### config.mk
export PLATFORM = sky130hd
export DESIGN_NAME = wkup_detect
export DESIGN_NICKNAME = d
export VERILOG_FILES = /design/src/rtl/wkup_detect.sv
export SDC_FILE = /design/constraint.sdc
export NUM_CORES = 1
export LEC_CHECK = 0
export BUFFER_PORTS_ARGS = -buffer_cell sky130_fd_sc_hd__buf_2
export CORE_ASPECT_RATIO = 1.5
export CORE_MARGIN = 2
export CORE_UTILIZATION = 30
export CTS_BUF_LIST = sky130_fd_sc_hd__clkbuf_4 sky130_fd_sc_hd__clkbuf_8
export CTS_CLUSTER_SIZE = 16
export DETAILED_ROUTE_END_ITERATION = 6
export REMOVE_ABC_BUFFERS = 1
export SLEW_MARGIN = 30
export SYNTH_ARGS = -nofsm -noshare
export SYNTH_HDL_FRONTEND = slang
export SYNTH_SLANG_ARGS = --single-unit
export TNS_END_PERCENT = 100
### constraint.sdc
create_clock -name clk -period 1.45 [get_ports clk]
set_clock_uncertainty 0.05 [all_clocks]
set_input_delay 0.2175 -clock clk [delete_from_list [all_inputs] [get_ports clk]]
set_output_delay 0.2175 -clock clk [all_outputs]
set_load 0.02 [all_outputs]
### src/rtl/wkup_detect.sv
module wkup_detect #(
  parameter int NPIN    = 6,
  parameter int NSRC    = 3,
  parameter int DW      = 16,
  parameter int INT_BIT = 8
) (
  input  logic            clk,
  input  logic            rst_n,
  input  logic            standby_exit,
  input  logic [NPIN-1:0] wk_pin,
  input  logic [NSRC-1:0] int_src,
  input  logic            bus_we,
  input  logic [1:0]      bus_addr,
  input  logic [DW-1:0]   bus_wdata,
  output logic [DW-1:0]   bus_rdata,
  output logic            wake_req
);
  localparam logic [1:0] A_EN  = 2'd0;
  localparam logic [1:0] A_POL = 2'd1;
  localparam logic [1:0] A_STS = 2'd2;
  localparam logic [1:0] A_CLR = 2'd3;

  logic [NPIN-1:0] en_q, pol_q, s1_q, s2_q, hist_q, flag_q;
  logic            int_en_q, int_prev_q, int_flag_q;

  wire             wr_en   = bus_we && (bus_addr == A_EN);
  wire             wr_pol  = bus_we && (bus_addr == A_POL);
  wire             wr_clr  = bus_we && (bus_addr == A_CLR);
  wire [NPIN-1:0]  act     = en_q & (s2_q ^ pol_q);
  wire [NPIN-1:0]  set_vec = act & ~hist_q;
  wire [NPIN-1:0]  clr_vec = wr_clr ? bus_wdata[NPIN-1:0] : '0;
  wire             int_line = |int_src;
  wire             int_rise = int_line & ~int_prev_q;

  always_ff @(posedge clk or negedge rst_n) begin
    if (!rst_n) begin
      en_q       <= '0;
      pol_q      <= '0;
      int_en_q   <= 1'b1;
      s1_q       <= '0;
      s2_q       <= '0;
      hist_q     <= '0;
      flag_q     <= '0;
      int_prev_q <= 1'b0;
      int_flag_q <= 1'b0;
    end else begin
      s1_q <= wk_pin;
      s2_q <= s1_q;
      hist_q <= standby_exit ? '0 : act;
      flag_q <= (flag_q & ~clr_vec) | set_vec;
      if (wr_en) begin
        en_q     <= bus_wdata[NPIN-1:0];
        int_en_q <= bus_wdata[INT_BIT];
      end
      if (wr_pol) pol_q <= bus_wdata[NPIN-1:0];
      int_prev_q <= int_line;
      if (int_en_q && int_rise) int_flag_q <= 1'b1;
      else if (!int_line)       int_flag_q <= 1'b0;
    end
  end

  always_comb begin
    bus_rdata = '0;
    case (bus_addr)
      A_EN: begin
        bus_rdata[NPIN-1:0] = en_q;
        bus_rdata[INT_BIT]  = int_en_q;
      end
      A_POL: bus_rdata[NPIN-1:0] = pol_q;
      A_STS: begin
        bus_rdata[NPIN-1:0] = flag_q;
        bus_rdata[INT_BIT]  = int_flag_q;
      end
      default: bus_rdata = '0;
    endcase
  end

  assign wake_req = (|(flag_q & en_q)) | int_flag_q;
endmodule


==> results of run 1 <==
placed cells by master, fill, tap and decap left out, types with 2 or more instances in the layout:
master,count
dfrtp_1,38
inv_1,5
dlygate4sd3_1,7
buf_2,24
o2bb2ai_1,7
conb_1,9
buf_4,20
clkbuf_4,2
mux2_2,13
nand4_1,6
xor2_1,5
a32o_1,5
buf_6,2
clkbuf_8,5
and3b_1,5
mux2i_1,7
nor2b_1,2
per-stage QoR:
| step | instance area (um2) | utilization (%) |
|---|---|---|
| 2_1_floorplan | 1590 | - |
| 4_1_cts | 2130 | 39.4 |
| 3_3_place_gp | 1950 | 36.1 |
| 5_1_grt | 2150 | 39.7 |
| 3_5_place_dp | 1950 | 36.1 |
| 6_report | 2150 | 39.7 |
where the power goes:
part	switching (W)	leakage (nW)	internal, W
logic	0.000268	0.490	0.000311
registers	0.000117	0.455	0.00125
clock network	0.000350	0.0491	0.000375
area by class of cell:
class	instances	area (um2)	area share (%)
clock inverters	1	5.00	0.233
multi-input cells	71	593	27.6
flip-flops and latches	39	977	45.5
clock buffers	7	83.8	3.90
well taps	70	87.6	4.08
repair buffers	54	383	17.8
inverters	5	18.8	0.874
critical path: cells and delay by family, from the launching register on:
kind	cells	cell delay (ps)
AOI/OAI and AO/OA	1	380
buffers and inverters	1	180
DFF	1	400
and+or+nand+nor	1	130
cells by family after synthesis:
kind of cell / share of synthesized area (%)
other: 0.225
muxes: 13.0
buffers and inverters: 7.58
and+or+nand+nor: 8.93
DFF: 58.6
AOI/OAI and AO/OA: 8.48
xor gates and xnor gates: 3.15
metal layers:
| layer | part of all wire (%) | vias up |
|---|---|---|
| met2 | 51 | 35 |
| met3 | 5.5 | 6 |
| met1 | 41 | 551 |
| met5 | 0 | - |
| li1 | - | 528 |
| met4 | 2.4 | 0 |
how the worst max path moves through the flow:
stage                                    from           end  slack, ps  depth (start not counted)
after floorplan           en_q[5]$_DFFE_PN0P_      wake_req        240                          2
after global placement    flag_q[5]$_DFF_PN0_      wake_req         60                          3
after detailed placement          bus_addr[1]  bus_rdata[2]         60                          5
after CTS                 flag_q[5]$_DFF_PN0_      wake_req       -250                          3
after global routing      flag_q[5]$_DFF_PN0_      wake_req       -260                          3
final                     flag_q[5]$_DFF_PN0_      wake_req       -200                          3
synthesized netlist by cell type (2+ instances only):
library cell  number
dfrtp_1           38
and3b_1            5
nand4_1            6
buf_4             10
o2bb2ai_1          7
mux2_2            13
buf_2              2
nor2b_1            2
a32o_1             5
buf_6              2
mux2i_1            7
xor2_1             5
inv_1              5
flip-flops by register name (all words and copies together) (netlist names):
signal / cells
en_q: 6
flag_q: 6
hist_q: 6
int_en_q: 1
int_flag_q: 1
int_prev_q: 1
pol_q: 6
s1_q: 6
s2_q: 6
timing repair:
item | CTS | global route
buffers inserted | 1 | 1
endpoints found under the setup margin | 3 | 7
hold buffers | 7 | 0
hold endpoints to repair | 17 | 0
resized for setup | 4 | 3
pin swaps | 2 | 0
==> flow_metrics.env, run 1 <==
export IMPL_start_kind="flop"
export IMPL_clock_sinks=39
export IMPL_cts_tree="yes"
export IMPL_drive_gt1_share_pct=39.5
export IMPL_fp_dieH_um=95.3
export IMPL_irDropWorstVdd_mv=0.649
export IMPL_grt_overflow_total=0
export IMPL_synthArstFlopShare_pct=100
export IMPL_clock_latency_ps=280
export IMPL_final_setup_tns_ps=-303
export IMPL_hold_viol=0
export IMPL_rows=33
export IMPL_status="complete, but fails checks"
export IMPL_dp_worst_setup_slack_ps=64.8
export IMPL_fill_cells=524
export IMPL_r2r_end="en_q[5]$_DFFE_PN0P_"
export IMPL_period_minus_slack_ps=1650
export IMPL_maxCapViolations=0
export IMPL_p_total_w=0.00267
export IMPL_area_delta_synth_final_pct=28.9
export IMPL_synth_warnings=0
export IMPL_diodes=0
export IMPL_r2r_cells=3
export IMPL_drt_initial_drc_count=22
export IMPL_grt_pass1_vias=1174
export IMPL_ys_seq_area_share_pct=58.6
export IMPL_crit_arrival_ps=1380
export IMPL_syn_area_um2=1670
export IMPL_dp_cells=230
export IMPL_dr_pass1_iters=4
export IMPL_min_period_over_period_pct=114
export IMPL_grt_use_total_pct=12.3
export IMPL_dp_hpwl_mm=2.47
export IMPL_synth_ff_type="dfrtp_1"
export IMPL_drt_wirelength_per_cell_um=13.1
export IMPL_path_max_fanout=3
export IMPL_rsz0062_at_grt="true"
export IMPL_critPathRequiredTime_ps=1180
export IMPL_timing_rr_start="en_q[5]$_DFFE_PN0P_"
export IMPL_cp_cell_sequence="a222oi_1 > nand3_1 > buf_2"
export IMPL_vias=1120
export IMPL_port_buffers=29
export IMPL_fp_dieW_um=64.9
export IMPL_ff2ff_setup_slack_ps=420
export IMPL_ctsHtreeMaxLevel=2
export IMPL_fmax_ghz=0.606
export IMPL_synth_edf_count=0
export IMPL_post_drt_via_cell_ratio=4.53
export IMPL_wirelength_mm=3.24
export IMPL_violations="negative setup slack"
export IMPL_cpMaxStageDelayCell="dfrtp_1"
export IMPL_nets=207
export IMPL_start_util_pct=30.8
export IMPL_critPathKind="flop to output pin"
export IMPL_die_area_um2=6180
export IMPL_grt_max_degree=19
export IMPL_grt_use_met2_pct=21.0
export IMPL_clockBufferDepth=2
export IMPL_power_density_nw_per_um2=1240
export IMPL_yosys_top_cells_area="dfrtp_1 57%, mux2_2 8.8%, buf_4 4.5%"
export IMPL_whs_endpoint="int_prev_q$_DFF_PN0_"
export IMPL_power_leakage_nw=0.995
export IMPL_whs_ps=87.7
export IMPL_cp_end_kind="output pin"
export IMPL_setup_viol=2
export IMPL_ys_types=27
export IMPL_layout_cells_non_filler=247
export IMPL_whs_path_depth=2
export IMPL_grt_most_used_layer="met2"
export IMPL_clk_pin_slew_worst_paths_ps=70
export IMPL_syn_area_per_cell_um2=13.8
export IMPL_antenna_found_initial=0
export IMPL_ant_nets=0
export IMPL_coreArea_um2=5410
export IMPL_grt_pass1_wl_mm=5.63
export IMPL_hold_class="primary input to flop"
export IMPL_slew_viol_final=0
export IMPL_synthCells=121
export IMPL_numCtsBuffers=5
export IMPL_clk_root_buffer_cell="clkbuf_8"
export IMPL_synth_top_area_cell="dfrtp_1"
export IMPL_worst_slack_ps=-200
export IMPL_use_met1_pct=14.2
export IMPL_pin_count=48
export IMPL_hold_path_startpoint="int_src[2]"
export IMPL_drc=0
export IMPL_gp_congestion=0.743
export IMPL_synth_top_area_share_pct=57.1
export IMPL_critPathMaxStageDelay_ps=400
export IMPL_grtUsageMet3_pct=2.83
export IMPL_ys_ff_latch=39
Power figures use the tool's default switching activity.
==> run 2, diff against run 1 <==
- SETUP_SLACK_MARGIN: not set -> 0.02
- clock period: 1.45 -> 1.5 ns (I/O delays scaled with it)
==> flow_metrics.env, run 2 (synthesis results as in run 1) <==
export IMPL_numCtsBuffers=5
export IMPL_fill_cells=529
export IMPL_fmax_ghz=0.596
export IMPL_grt_overflow_total=0
export IMPL_layout_common_cells="38 x dfrtp_1, 25 x buf_2, 16 x buf_4, 13 x mux2_2, 9 x conb_1"
export IMPL_grt_max_degree=40
export IMPL_rsz0062_at_grt="true"
export IMPL_cp_end_kind="output pin"
export IMPL_grt_use_total_pct=11.9
export IMPL_status="complete, but fails checks"
export IMPL_fp_dieW_um=64.9
export IMPL_grt_use_met2_pct=19.4
export IMPL_dr_pass1_iters=6
export IMPL_whs_ps=93.7
export IMPL_clock_sinks=39
export IMPL_post_drt_via_cell_ratio=4.47
export IMPL_path_delay_family="flip-flops"
export IMPL_drive_gt1_share_pct=38.9
export IMPL_grt_pass1_vias=1089
export IMPL_hold_viol=0
export IMPL_critPathKind="flop to output pin"
export IMPL_hold_class="primary input to flop"
export IMPL_die_area_um2=6180
export IMPL_crit_arrival_ps=1400
export IMPL_power_density_nw_per_um2=1220
export IMPL_start_util_pct=30.8
export IMPL_cpMaxStageDelayCell="dfrtp_1"
export IMPL_coreArea_um2=5410
export IMPL_ctsHtreeMaxLevel=2
export IMPL_critPathRequiredTime_ps=1220
export IMPL_critPathMaxStageDelay_ps=410
export IMPL_area_delta_synth_final_pct=28.0
export IMPL_cp_cell_sequence="a222oi_1 > nand3_1 > buf_2"
export IMPL_critical_path_buf_inv_count=1
export IMPL_gp_congestion=0.753
export IMPL_period_minus_slack_ps=1680
export IMPL_irDropWorstVdd_mv=0.639
export IMPL_grt_pass1_wl_mm=5.43
export IMPL_diodes=0
export IMPL_ant_nets=0
export IMPL_vias=1096
export IMPL_cts_tree="yes"
export IMPL_clk_pin_slew_worst_paths_ps=70
export IMPL_start_kind="flop"
export IMPL_nets=205
export IMPL_pin_count=48
export IMPL_final_setup_tns_ps=-177
export IMPL_antenna_found_initial=0
export IMPL_use_met1_pct=14.4
export IMPL_slew_viol_final=0
export IMPL_fp_dieH_um=95.3
export IMPL_clock_latency_ps=290
export IMPL_worst_slack_ps=-177
export IMPL_power_leakage_nw=0.985
export IMPL_grtUsageMet3_pct=2.95
export IMPL_violations="negative setup slack"
export IMPL_rows=33
export IMPL_wirelength_mm=3.24
export IMPL_drt_initial_drc_count=18
export IMPL_path_max_fanout=3
export IMPL_clk_root_buffer_cell="clkbuf_8"
export IMPL_setup_viol=1
export IMPL_dp_hpwl_mm=2.33
export IMPL_drt_wirelength_per_cell_um=13.2
export IMPL_maxCapViolations=0
export IMPL_port_buffers=29
export IMPL_clockBufferDepth=2
export IMPL_drc=0
export IMPL_min_period_over_period_pct=112
export IMPL_layout_commonest_cell="dfrtp_1"
export IMPL_grt_most_used_layer="met2"
[run 2: cell count changes in the layout (fill, tap and decap cells not counted), sizes merged]
cell,delta
clkinv,-1
clkbuf,+2
buf,-3
[run 2: worst paths after layout]
kind                                startpoint                    to  slack (ps)  cells after the start
min                                 int_src[2]  int_prev_q$_DFF_PN0_          90                      2
min in group asynchronous                rst_n     s1_q[3]$_DFF_PN0_         380                      3
max in group asynchronous                rst_n  int_en_q$_DFFE_PN1P_         750                      3
max reg2reg                en_q[2]$_DFFE_PN0P_   en_q[2]$_DFFE_PN0P_         450                      3
max                        flag_q[5]$_DFF_PN0_              wake_req        -180                      3
min reg2reg                  s1_q[2]$_DFF_PN0_     s2_q[2]$_DFF_PN0_         300                      0
[run 2: timing repair]
item | in CTS | in global routing
setup endpoints to repair | 2 | 5
pin swaps | 1 | 2
hold endpoints to repair | 44 | 0
resized for setup | 2 | 4
cloned | 0 | 0
setup buffers | 0 | 2
hold buffers | 7 | 0
[run 2: layout make-up]
| type | instances | area, um2 | share of cell area [%] |
|---|---|---|---|
| Inverter | 5 | 18.8 | 0.880 |
| Sequential cell | 39 | 977 | 45.8 |
| Multi-Input combinational cell | 71 | 593 | 27.8 |
| Timing Repair Buffer | 52 | 365 | 17.1 |
| Tap cell | 70 | 87.6 | 4.11 |
| Clock buffer | 8 | 91.3 | 4.28 |
[run 2: routing by layer]
metal / part of all wire [%] / wire length, um
met4: 2.9 / 95
met2: 49 / 1580
met1: 44 / 1410
met3: 4.5 / 146
met5: 0 / 0
[run 2: report_power, final]
part	switching [W]	leakage [nW]	internal, W
clock	0.000342	0.0498	0.000384
sequential	0.000115	0.455	0.00121
combinational	0.000255	0.480	0.000292
total	0.000712	0.985	0.00188
[run 2: through the flow]
step	util [%]	setup WS, ps	total power [W]	cells	area [um2]
5_1_grt	39.4	-237	0.00275	245	2130
3_3_place_gp	35.9	83.5	0.00185	228	1940
4_1_cts	39.0	-197	0.00261	243	2110
2_1_floorplan	-	287	0.00163	115	1590
6_report	39.4	-177	0.00260	245	2130
3_5_place_dp	35.9	90.7	0.00186	228	1940
